File: config.mk
export PLATFORM = sky130hd
export DESIGN_NAME = mono_scanout
export DESIGN_NICKNAME = d
export VERILOG_FILES = /design/src/rtl/scan_pkg.sv /design/src/rtl/row_tracker.sv /design/src/rtl/word_fetch.sv /design/src/rtl/pix_shift.sv /design/src/rtl/mono_scanout.sv
export SDC_FILE = /design/constraint.sdc
export NUM_CORES = 1
export LEC_CHECK = 0
export ABC_AREA = 1
export BUFFER_PORTS_ARGS = -buffer_cell sky130_fd_sc_hd__clkbuf_2
export CAP_MARGIN = 30
export CORE_MARGIN = 3
export CORE_UTILIZATION = 40
export CTS_CLUSTER_SIZE = 12
export DETAILED_ROUTE_END_ITERATION = 12
export PLACE_DENSITY = 0.74
export SYNTH_ARGS = -nofsm -noshare
export SYNTH_HDL_FRONTEND = slang
export SYNTH_SLANG_ARGS = --single-unit
File: constraint.sdc
create_clock -name clk_i -period 1.3 [get_ports clk_i]
set_input_delay 0.26 -clock clk_i [delete_from_list [all_inputs] [get_ports clk_i]]
set_output_delay 0.26 -clock clk_i [all_outputs]
set_load 0.05 [all_outputs]
File: src/rtl/scan_pkg.sv
package scan_pkg;
  localparam int WORD_W = 16;

  // one spare word beyond the visible pixels
  function automatic int words_per_row(input int pixels);
    return ((pixels / 8) + 2) / 2;
  endfunction
endpackage

File: src/rtl/row_tracker.sv
module row_tracker #(
  parameter int LINE_W  = 10,
  parameter int ADDR_W  = 8,
  parameter int VFIRST  = 2,
  parameter int VLINES  = 6,
  parameter int STRIDE  = 6,
  parameter int FB_BASE = 4
) (
  input  logic              clk_i,
  input  logic              rst_ni,
  input  logic              line_start_i,
  input  logic [LINE_W-1:0] line_num_i,
  output logic              in_win_o,
  output logic [ADDR_W-1:0] row_o
);
  localparam logic VPAR = 1'(VFIRST % 2);
  localparam logic [ADDR_W-1:0] BASE_A = ADDR_W'(FB_BASE);
  localparam logic [ADDR_W-1:0] STEP_A = ADDR_W'(STRIDE);

  logic [ADDR_W-1:0] row_q;
  logic              odd_off;

  assign in_win_o = (int'(line_num_i) >= VFIRST) && (int'(line_num_i) < VFIRST + VLINES);
  assign odd_off  = line_num_i[0] ^ VPAR;
  assign row_o    = row_q;

  always_ff @(posedge clk_i or negedge rst_ni) begin
    if (!rst_ni) row_q <= BASE_A;
    else if (line_start_i) begin
      if (!in_win_o)    row_q <= BASE_A;
      else if (odd_off) row_q <= row_q + STEP_A;
    end
  end

  a_r5_even_hold: assert property (@(posedge clk_i) disable iff (!rst_ni)
    (line_start_i && in_win_o && !odd_off) |=> $stable(row_q));
  a_r5_odd_step: assert property (@(posedge clk_i) disable iff (!rst_ni)
    (line_start_i && in_win_o && odd_off) |=> (row_q == $past(row_q) + STEP_A));
  a_r6_blank_reset: assert property (@(posedge clk_i) disable iff (!rst_ni)
    (line_start_i && !in_win_o) |=> (row_q == BASE_A));
endmodule

File: src/rtl/word_fetch.sv
module word_fetch #(
  parameter int ADDR_W = 8,
  parameter int NWORDS = 5
) (
  input  logic              clk_i,
  input  logic              rst_ni,
  input  logic              start_i,
  input  logic [ADDR_W-1:0] start_addr_i,
  input  logic              need_i,
  output logic              req_o,
  output logic [ADDR_W-1:0] addr_o,
  output logic              load_o
);
  localparam int CNT_W = $clog2(NWORDS + 1);

  logic              first_q, pend_q;
  logic [ADDR_W-1:0] addr_q;
  logic [CNT_W-1:0]  left_q;

  assign req_o  = (first_q || need_i) && (left_q != '0);
  assign addr_o = addr_q;
  assign load_o = pend_q;

  always_ff @(posedge clk_i or negedge rst_ni) begin
    if (!rst_ni) begin
      first_q <= 1'b0;
      pend_q  <= 1'b0;
      addr_q  <= '0;
      left_q  <= '0;
    end else if (start_i) begin
      first_q <= 1'b1;
      pend_q  <= 1'b0;
      addr_q  <= start_addr_i;
      left_q  <= CNT_W'(NWORDS);
    end else begin
      first_q <= 1'b0;
      pend_q  <= req_o;
      if (req_o) begin
        addr_q <= addr_q + ADDR_W'(1);
        left_q <= left_q - CNT_W'(1);
      end
    end
  end

  a_r3_fetch_on_start: assert property (@(posedge clk_i) disable iff (!rst_ni)
    start_i |=> req_o);
  a_r7_addr_step: assert property (@(posedge clk_i) disable iff (!rst_ni)
    (req_o && !start_i) |=> (addr_q == $past(addr_q) + ADDR_W'(1)));
endmodule

File: src/rtl/pix_shift.sv
module pix_shift
  import scan_pkg::*;
(
  input  logic              clk_i,
  input  logic              rst_ni,
  input  logic              start_i,
  input  logic              load_i,
  input  logic [WORD_W-1:0] data_i,
  output logic              need_o,
  output logic              pix_o
);
  localparam int BIT_W = $clog2(WORD_W);
  localparam logic [BIT_W-1:0] LAST = BIT_W'(WORD_W - 1);

  logic [WORD_W-1:0] sh_q;
  logic [BIT_W-1:0]  cnt_q;
  logic              run_q;

  // request next word one bit early so its data lands on the last bit
  assign need_o = run_q && (cnt_q == LAST - BIT_W'(1));
  assign pix_o  = run_q && sh_q[0];

  always_ff @(posedge clk_i or negedge rst_ni) begin
    if (!rst_ni) begin
      sh_q  <= '0;
      cnt_q <= '0;
      run_q <= 1'b0;
    end else if (start_i) begin
      cnt_q <= '0;
      run_q <= 1'b0;
    end else if (load_i) begin
      sh_q  <= data_i;
      cnt_q <= '0;
      run_q <= 1'b1;
    end else if (run_q) begin
      sh_q  <= sh_q >> 1;
      cnt_q <= cnt_q + BIT_W'(1);
      if (cnt_q == LAST) run_q <= 1'b0;
    end
  end

  a_r8_no_gap: assert property (@(posedge clk_i) disable iff (!rst_ni)
    (run_q && cnt_q == LAST && load_i && !start_i) |=> run_q);
endmodule

File: src/rtl/mono_scanout.sv
module mono_scanout
  import scan_pkg::*;
#(
  parameter int LINE_W     = 10,
  parameter int ADDR_W     = 8,
  parameter int ROW_PIXELS = 64,
  parameter int STRIDE     = 6,
  parameter int FB_BASE    = 4,
  parameter int VFIRST     = 2,
  parameter int VLINES     = 6
) (
  input  logic              clk_i,
  input  logic              rst_ni,
  input  logic              line_start_i,
  input  logic [LINE_W-1:0] line_num_i,
  output logic              rd_en_o,
  output logic [ADDR_W-1:0] rd_addr_o,
  input  logic [15:0]       rd_data_i,
  output logic              pix_o,
  output logic [2:0]        rgb_o
);
  localparam int NWORDS = words_per_row(ROW_PIXELS);

  logic              in_win, start, need, load, pix;
  logic [ADDR_W-1:0] row;

  assign start = line_start_i && in_win;

  row_tracker #(
    .LINE_W(LINE_W), .ADDR_W(ADDR_W), .VFIRST(VFIRST), .VLINES(VLINES),
    .STRIDE(STRIDE), .FB_BASE(FB_BASE)
  ) u_row (
    .clk_i, .rst_ni, .line_start_i, .line_num_i,
    .in_win_o(in_win), .row_o(row)
  );

  word_fetch #(.ADDR_W(ADDR_W), .NWORDS(NWORDS)) u_fetch (
    .clk_i, .rst_ni, .start_i(start), .start_addr_i(row), .need_i(need),
    .req_o(rd_en_o), .addr_o(rd_addr_o), .load_o(load)
  );

  pix_shift u_shift (
    .clk_i, .rst_ni, .start_i(start), .load_i(load), .data_i(rd_data_i),
    .need_o(need), .pix_o(pix)
  );

  assign pix_o = pix;
  assign rgb_o = {3{pix}};

  a_r9_idle_no_read: assert property (@(posedge clk_i) disable iff (!rst_ni)
    (line_start_i && !in_win && !rd_en_o && !load) |=> !load);
endmodule

---- Word level (Yosys, flattened, before mapping) ----
Cells that the tools add are included.
word-level totals
  register bits after elaboration ......... 42
  output and inout port bits .............. 13
  memory bits (read-only) ................. 0
  memories kept ........................... 0
  input bits .............................. 29
  bits in writable memories ............... 0
  bits in latches ......................... 0
operators by class
  multipliers ............................. 0
  bitwise operators ....................... 1
  add/sub/neg operators ................... 4
  reduce and logical (&&, ||, !) cells .... 12
  equality and inequality tests ........... 3
  shift-type cells ........................ 0
  $lt $le $gt $ge ......................... 2
  muxes and demuxes ....................... 17
  divide/modulo/power cells ............... 0
operators by type and width
  cell                                                                     count
  16-bit two-way mux                                                       2
  8-bit two-way mux                                                        4
  4-bit two-way mux                                                        3
  10-bit by 2-bit >= comparator with 1-bit output (second input constant)  1
  10-bit by 4-bit < comparator with 1-bit output (second input constant)   1
  8-bit by 1-bit adder with 8-bit output (second input constant)           1
  8-bit by 3-bit adder with 8-bit output (second input constant)           1
  4-bit == test (second input constant)                                    2
  1-bit two-way mux                                                        6
  3-bit two-way mux                                                        2
  3-bit nonzero test                                                       2
  1-bit logical AND                                                        5
  4-bit by 1-bit adder with 4-bit output (second input constant)           1
  2-bit AND reduction                                                      2
  2-bit nonzero test                                                       2
  3-bit by 1-bit subtractor with 3-bit output (second input constant)      1
  2-bit inequality test (second input constant)                            1
  1-bit logical OR                                                         1
  1-bit inverter                                                           1

---- Depth between registers and ports, before layout ----
  word-level depth ........................ 6
  depth in mapped cells ................... 9
  depth with buffers taken out ............ 9

---- By module ----
From an unflattened synthesis, not the netlist that was laid out.
unflattened totals
  cell total of the unflattened synthesis .. 323
  area total of the unflattened synthesis .. 2,399.8 µm²
by module, submodules not included
  module        area each (µm²)  cells each  instances
  pix_shift     1,068.5          139         1
  word_fetch    807.0            109         1
  row_tracker   494.2            70          1
  mono_scanout  30.0             5           1

---- Worst setup path after synthesis ----
OpenSTA, ideal clock, no wires.
  kind .................................... register to register
  start point ............................. register u_fetch.addr_q[0], in the netlist u_fetch.addr_o[0]
  end point ............................... register u_fetch.addr_q[6], in the netlist u_fetch.addr_o[6]
  path buffers ............................ 0
  arrival ................................. 1.381 ns
  data required time ...................... 1.174 ns
  cell stages (with the launch flop) ...... 7
  period minus slack after synthesis ...... 1.507 ns
  setup slack ............................. -0.207 ns
  cell sequence ........................... dfrtp_1 ha_1 nand3_1 o21ai_0 nand2_1 nand3_1 nand3_1
on the way
  longest elaborated chain between the ends .. 3
ends and longest elaborated chain
  element                                 RTL line          source
  start, declared                         word_fetch.sv:17  logic [ADDR_W-1:0] addr_q;
  start signal, assigned                  word_fetch.sv:33  addr_q <= start_addr_i;
  start signal, assigned                  word_fetch.sv:39  addr_q <= addr_q + ADDR_W'(1);
  8-bit by 1-bit adder with 8-bit output  word_fetch.sv:39
  8-bit two-way mux                       word_fetch.sv:38  if (req_o) begin
  8-bit two-way mux                       word_fetch.sv:30  end else if (start_i) begin
No other way between the ends. The select of a mux whose other input is x is not followed.
A chain may end at the register's enable or synchronous reset.

---- Worst setup path after layout ----
  start point ............................. register u_shift.cnt_q[0]
  end point ............................... output rd_en_o
on the way
  longest elaborated chain between the ends .. 4
ends and longest elaborated chain
  element                 RTL line            source
  start, declared         pix_shift.sv:16     logic [BIT_W-1:0] cnt_q;
  start signal, assigned  pix_shift.sv:37     cnt_q <= cnt_q + BIT_W'(1);
  4-bit == test           pix_shift.sv:20     assign need_o = run_q && (cnt_q == LAST - BIT_W'(1));
  1-bit logical AND       pix_shift.sv:20
  1-bit logical OR        word_fetch.sv:20    assign req_o = (first_q || need_i) && (left_q != '0);
  1-bit logical AND       word_fetch.sv:20
  end, declared           mono_scanout.sv:16  output logic rd_en_o,
No other way between the ends.

==> flow_summary_export.csv <==
group,metric,value,unit
logic_synthesis,synth_edf_count,0,
finish,seq_area,1030,µm²
setup_path,cp.arrival,1.41,ns
logic_synthesis,yosys_warnings,0,
pwr,ir_worst_vdd,0.621,mV
die,start_util,41.6,%
grt,grt_overflow_total,0,
pwr,p_leak,1.74,nW
pwr,clockPowerShare,32.0,%
grt,grt_use_total,18.2,%
place,place.gp.congestion,0.837,
route,drt-pass1-iter-count,4,
clocking,clockBufferDepth,2,
finish,drive_gt1_share,34.0,%
setup_path,critPathCaptureType,"output pin",
logic_synthesis,synthArstFlopShare,100,%
clocking,clkSinkCount,41,
sta,whs,0.212,ns
grt,grt_pass1_wl,9400,µm
route,drc,0,
sta,max_freq,0.597,GHz
grt,antenna_found_initial,0,
place,hpwl,3700,µm
sta,rsz0062_at_grt,"yes",
clocking,clk_pin_slew,0.09,ns
setup_path,crit_chain,"inv_2 -> ha_4 -> nand2_4 -> nor2_4 -> nor2_4 -> nor2_8 -> clkbuf_16",
pwr,pwr-share-seq,42.8,%
route,via_count,2241,
finish,antennaDiodeCount,0,
finish,multi_input_area,1290,µm²
clocking,cts_tree,"built",
die,dieArea,6750,µm²
logic_synthesis,avgSynthCellArea,7.60,µm²
logic_synthesis,syn_nets,340,
sta,finalSetupViolations,17,
setup_path,worst_path_largest_cell_delay,0.40,ns
pwr,p_comb_share,25.2,%
pwr,power.total,3.39,mW
clocking,cts-buffers-inserted,5,
finish,fillers,497,
die,rows,27,
pwr,p_sw_share,28.4,%
grt,grt_max_degree,23,
run,maxCapViolations,0,
sta,max-slew-margin-rel,71.5,%
sta,finalHoldViolCount,0,
status,status,"finished with violations",
pwr,power_density,1040,nW/µm²
sta,worst_slew_pin_slew,0.428,ns
logic_synthesis,yosysSeqAreaShare,44.3,%
sta,period_minus_slack,1.67,ns
place,placed_area,2770,µm²
route,wl_met1,2510,µm
logic_synthesis,synth_ff_type,"dfrtp_1",
sta,clock_skew,0.00843,ns
route,wl_met3,289,µm
logic_synthesis,synth.distinct_cells,27,
setup_path,required,1.04,ns
grt,grt_pass1_vias,2063,
logic_synthesis,synthCells,305,
sta,finalCritPeriodShare,129,%
clocking,root_buffer,"clkbuf_8",
setup_path,crit_family,"flip-flops",
setup_path,critPathLaunchType,"flop",
finish,stdcell_area,3270,µm²
setup_path,slowest_stage,"dfrtp_1",
route,routed_wl,5720,µm
clocking,htree_num_levels,2,
die,ios,42,
setup_path,worst-path-buf-inv,2,
die,coreArea,5570,µm²
clocking,clk_latency,0.29,ns
min_path,hold_class,"in2reg",
route,wl_per_cell,12.8,µm
logic_synthesis,ys_ff_latch,41,
finish,synthToLayoutAreaGrowth,41.0,%
route,post_drt_via_cell_ratio,5.00,
setup_path,path_max_fanout,2,
route,drtIter0Drc,126,
pwr,switching_power,960,µW
setup_path,crit_top_cell,"nor2_4",
die,die_w,82.1,µm
die,fp.dieH,82.1,µm
route,highest_layer,"met4",
route,met2_length,2810,µm
pwr,internal_power,2.43,mW
sta,setup_ws,-0.375,ns
logic_synthesis,netlist_area,2320,µm²
route,drtAntennaViolNets,0,
finish,nets,410,
status,violations,"setup timing",
place,io_buffers,41,
setup_path,critPathKind,"reg2out",
sta,drv_slew,0,
-- metal layers --
metal	vias up	track usage, %
li1	1113	-
met1	1048	23.4
met2	69	30.6
met3	11	3.69
met4	0	6.15
met5	-	0
-- final cells by class --
| type | instances | area share, % |
|---|---|---|
| repair buffers | 77 | 19.8 |
| inverters | 21 | 2.60 |
| clock inverters | 2 | 1.15 |
| flip-flops and latches | 41 | 31.7 |
| well taps | 72 | 2.76 |
| multi-input cells | 229 | 39.5 |
| clock buffers | 6 | 2.53 |
-- final timing paths --
kind	startpoint	end	slack (ns)	cells after the start
worst max-delay path	u_shift.cnt_q[0]	rd_en_o	-0.37	7
worst min-delay path	rd_data_i[15]	u_shift.sh_q[15]	0.21	3
worst max register to register	u_shift.cnt_q[1]	u_fetch.left_q[0]	-0.31	11
worst min register to register	u_shift.sh_q[12]	u_shift.sh_q[12]	0.47	2
max in group asynchronous	rst_ni	u_shift.cnt_q[3]	0.42	3
min in group asynchronous	rst_ni	u_row.row_o[7]	0.43	2
-- layout by cell type, fill, tap and decap left out, types with 2 or more instances in the layout --
cell type	instances
clkbuf_8	6
buf_2	2
buf_4	23
o21ai_0	3
nand4_1	9
inv_1	16
nand2_8	3
nor2_1	14
nand2_2	2
xor2_1	4
ha_4	2
nand3_2	12
nand2_1	116
clkbuf_16	3
nand2_4	2
xnor2_1	3
buf_8	4
ha_2	2
buf_6	8
clkinvlp_4	2
clkbuf_4	2
clkbuf_2	31
nand3_1	40
ha_1	2
dfrtp_2	6
nor2_4	4
dfrtp_1	34
buf_12	3
o21ai_1	3
inv_2	3
-- worst reg2reg max path, cell delays in order, from the launching register on --
cell,delay (ns)
dfrtp_1,0.42
ha_4,0.18
nand2_4,0.06
nor2_4,0.04
buf_4,0.13
buf_6,0.10
buf_6,0.10
o21bai_2,0.17
buf_6,0.15
nand2_2,0.06
nand2_1,0.05
nand2_1,0.05
-- per-stage QoR --
| stage | utilization [%] | worst slack, ns | std cells | TNS, ns |
|---|---|---|---|---|
| after floorplan | - | -0.106 | 305 | -0.639 |
| after global routing | 58.6 | -0.429 | 448 | -5.45 |
| after global placement | 49.6 | -0.158 | 427 | -1.02 |
| after CTS | 56.3 | -0.356 | 443 | -3.90 |
| final | 58.6 | -0.375 | 448 | -4.22 |
| after detailed placement | 49.6 | -0.166 | 427 | -1.14 |
-- power groups by stage --
stage | clock (mW) | sequential [mW] | combinational [mW]
detailed placement | 0 | 1.46 | 0.650
floorplan | 0 | 1.50 | 0.322
global placement | 0 | 1.45 | 0.637
global route | 1.15 | 1.46 | 0.942
finish | 1.08 | 1.45 | 0.854
CTS | 1.10 | 1.44 | 0.762
-- kinds of logic after synthesis --
kind of cell,Yosys count,share of synthesized area [%]
compound gates,8,1.83
fa+ha+maj,6,3.24
flops,41,44.3
xor+xnor,7,2.64
simple gates,208,40.9
buf+inv,35,7.07
-- cell usage after synthesis (2+ instances only) --
cell type	n	area, µm²
o21ai_1	2	10.0
buf_2	8	40.0
dfrtp_1	40	1000
nor2_2	2	12.5
inv_1	21	78.8
nor2_4	2	22.5
ha_1	6	75.1
nand2_2	2	12.5
buf_4	4	30.0
xor2_1	4	35.0
nand2_1	120	450
xnor2_1	3	26.3
nand4_1	9	56.3
nor2_1	15	56.3
nand3_1	52	260
o21ai_0	4	20.0
-- registers in the layout, summed over array words and instances, names as in the netlist --
signal and cells:
u_shift.sh_q 16, u_fetch.left_q 3, u_shift.cnt_q 4, u_fetch.addr_o 8, u_fetch.first_q 1, u_shift.run_q 1
u_fetch.load_o 1, u_row.row_o 7
-- what timing repair did --
action	CTS	global route
resized for setup	40	29
buffers inserted	7	4
endpoints found under the hold margin	9	0
pin swaps	16	6
hold buffers	1	0
gates cloned	0	1
setup endpoints to repair	18	43
No activity file was read; power rests on OpenSTA's default activity.
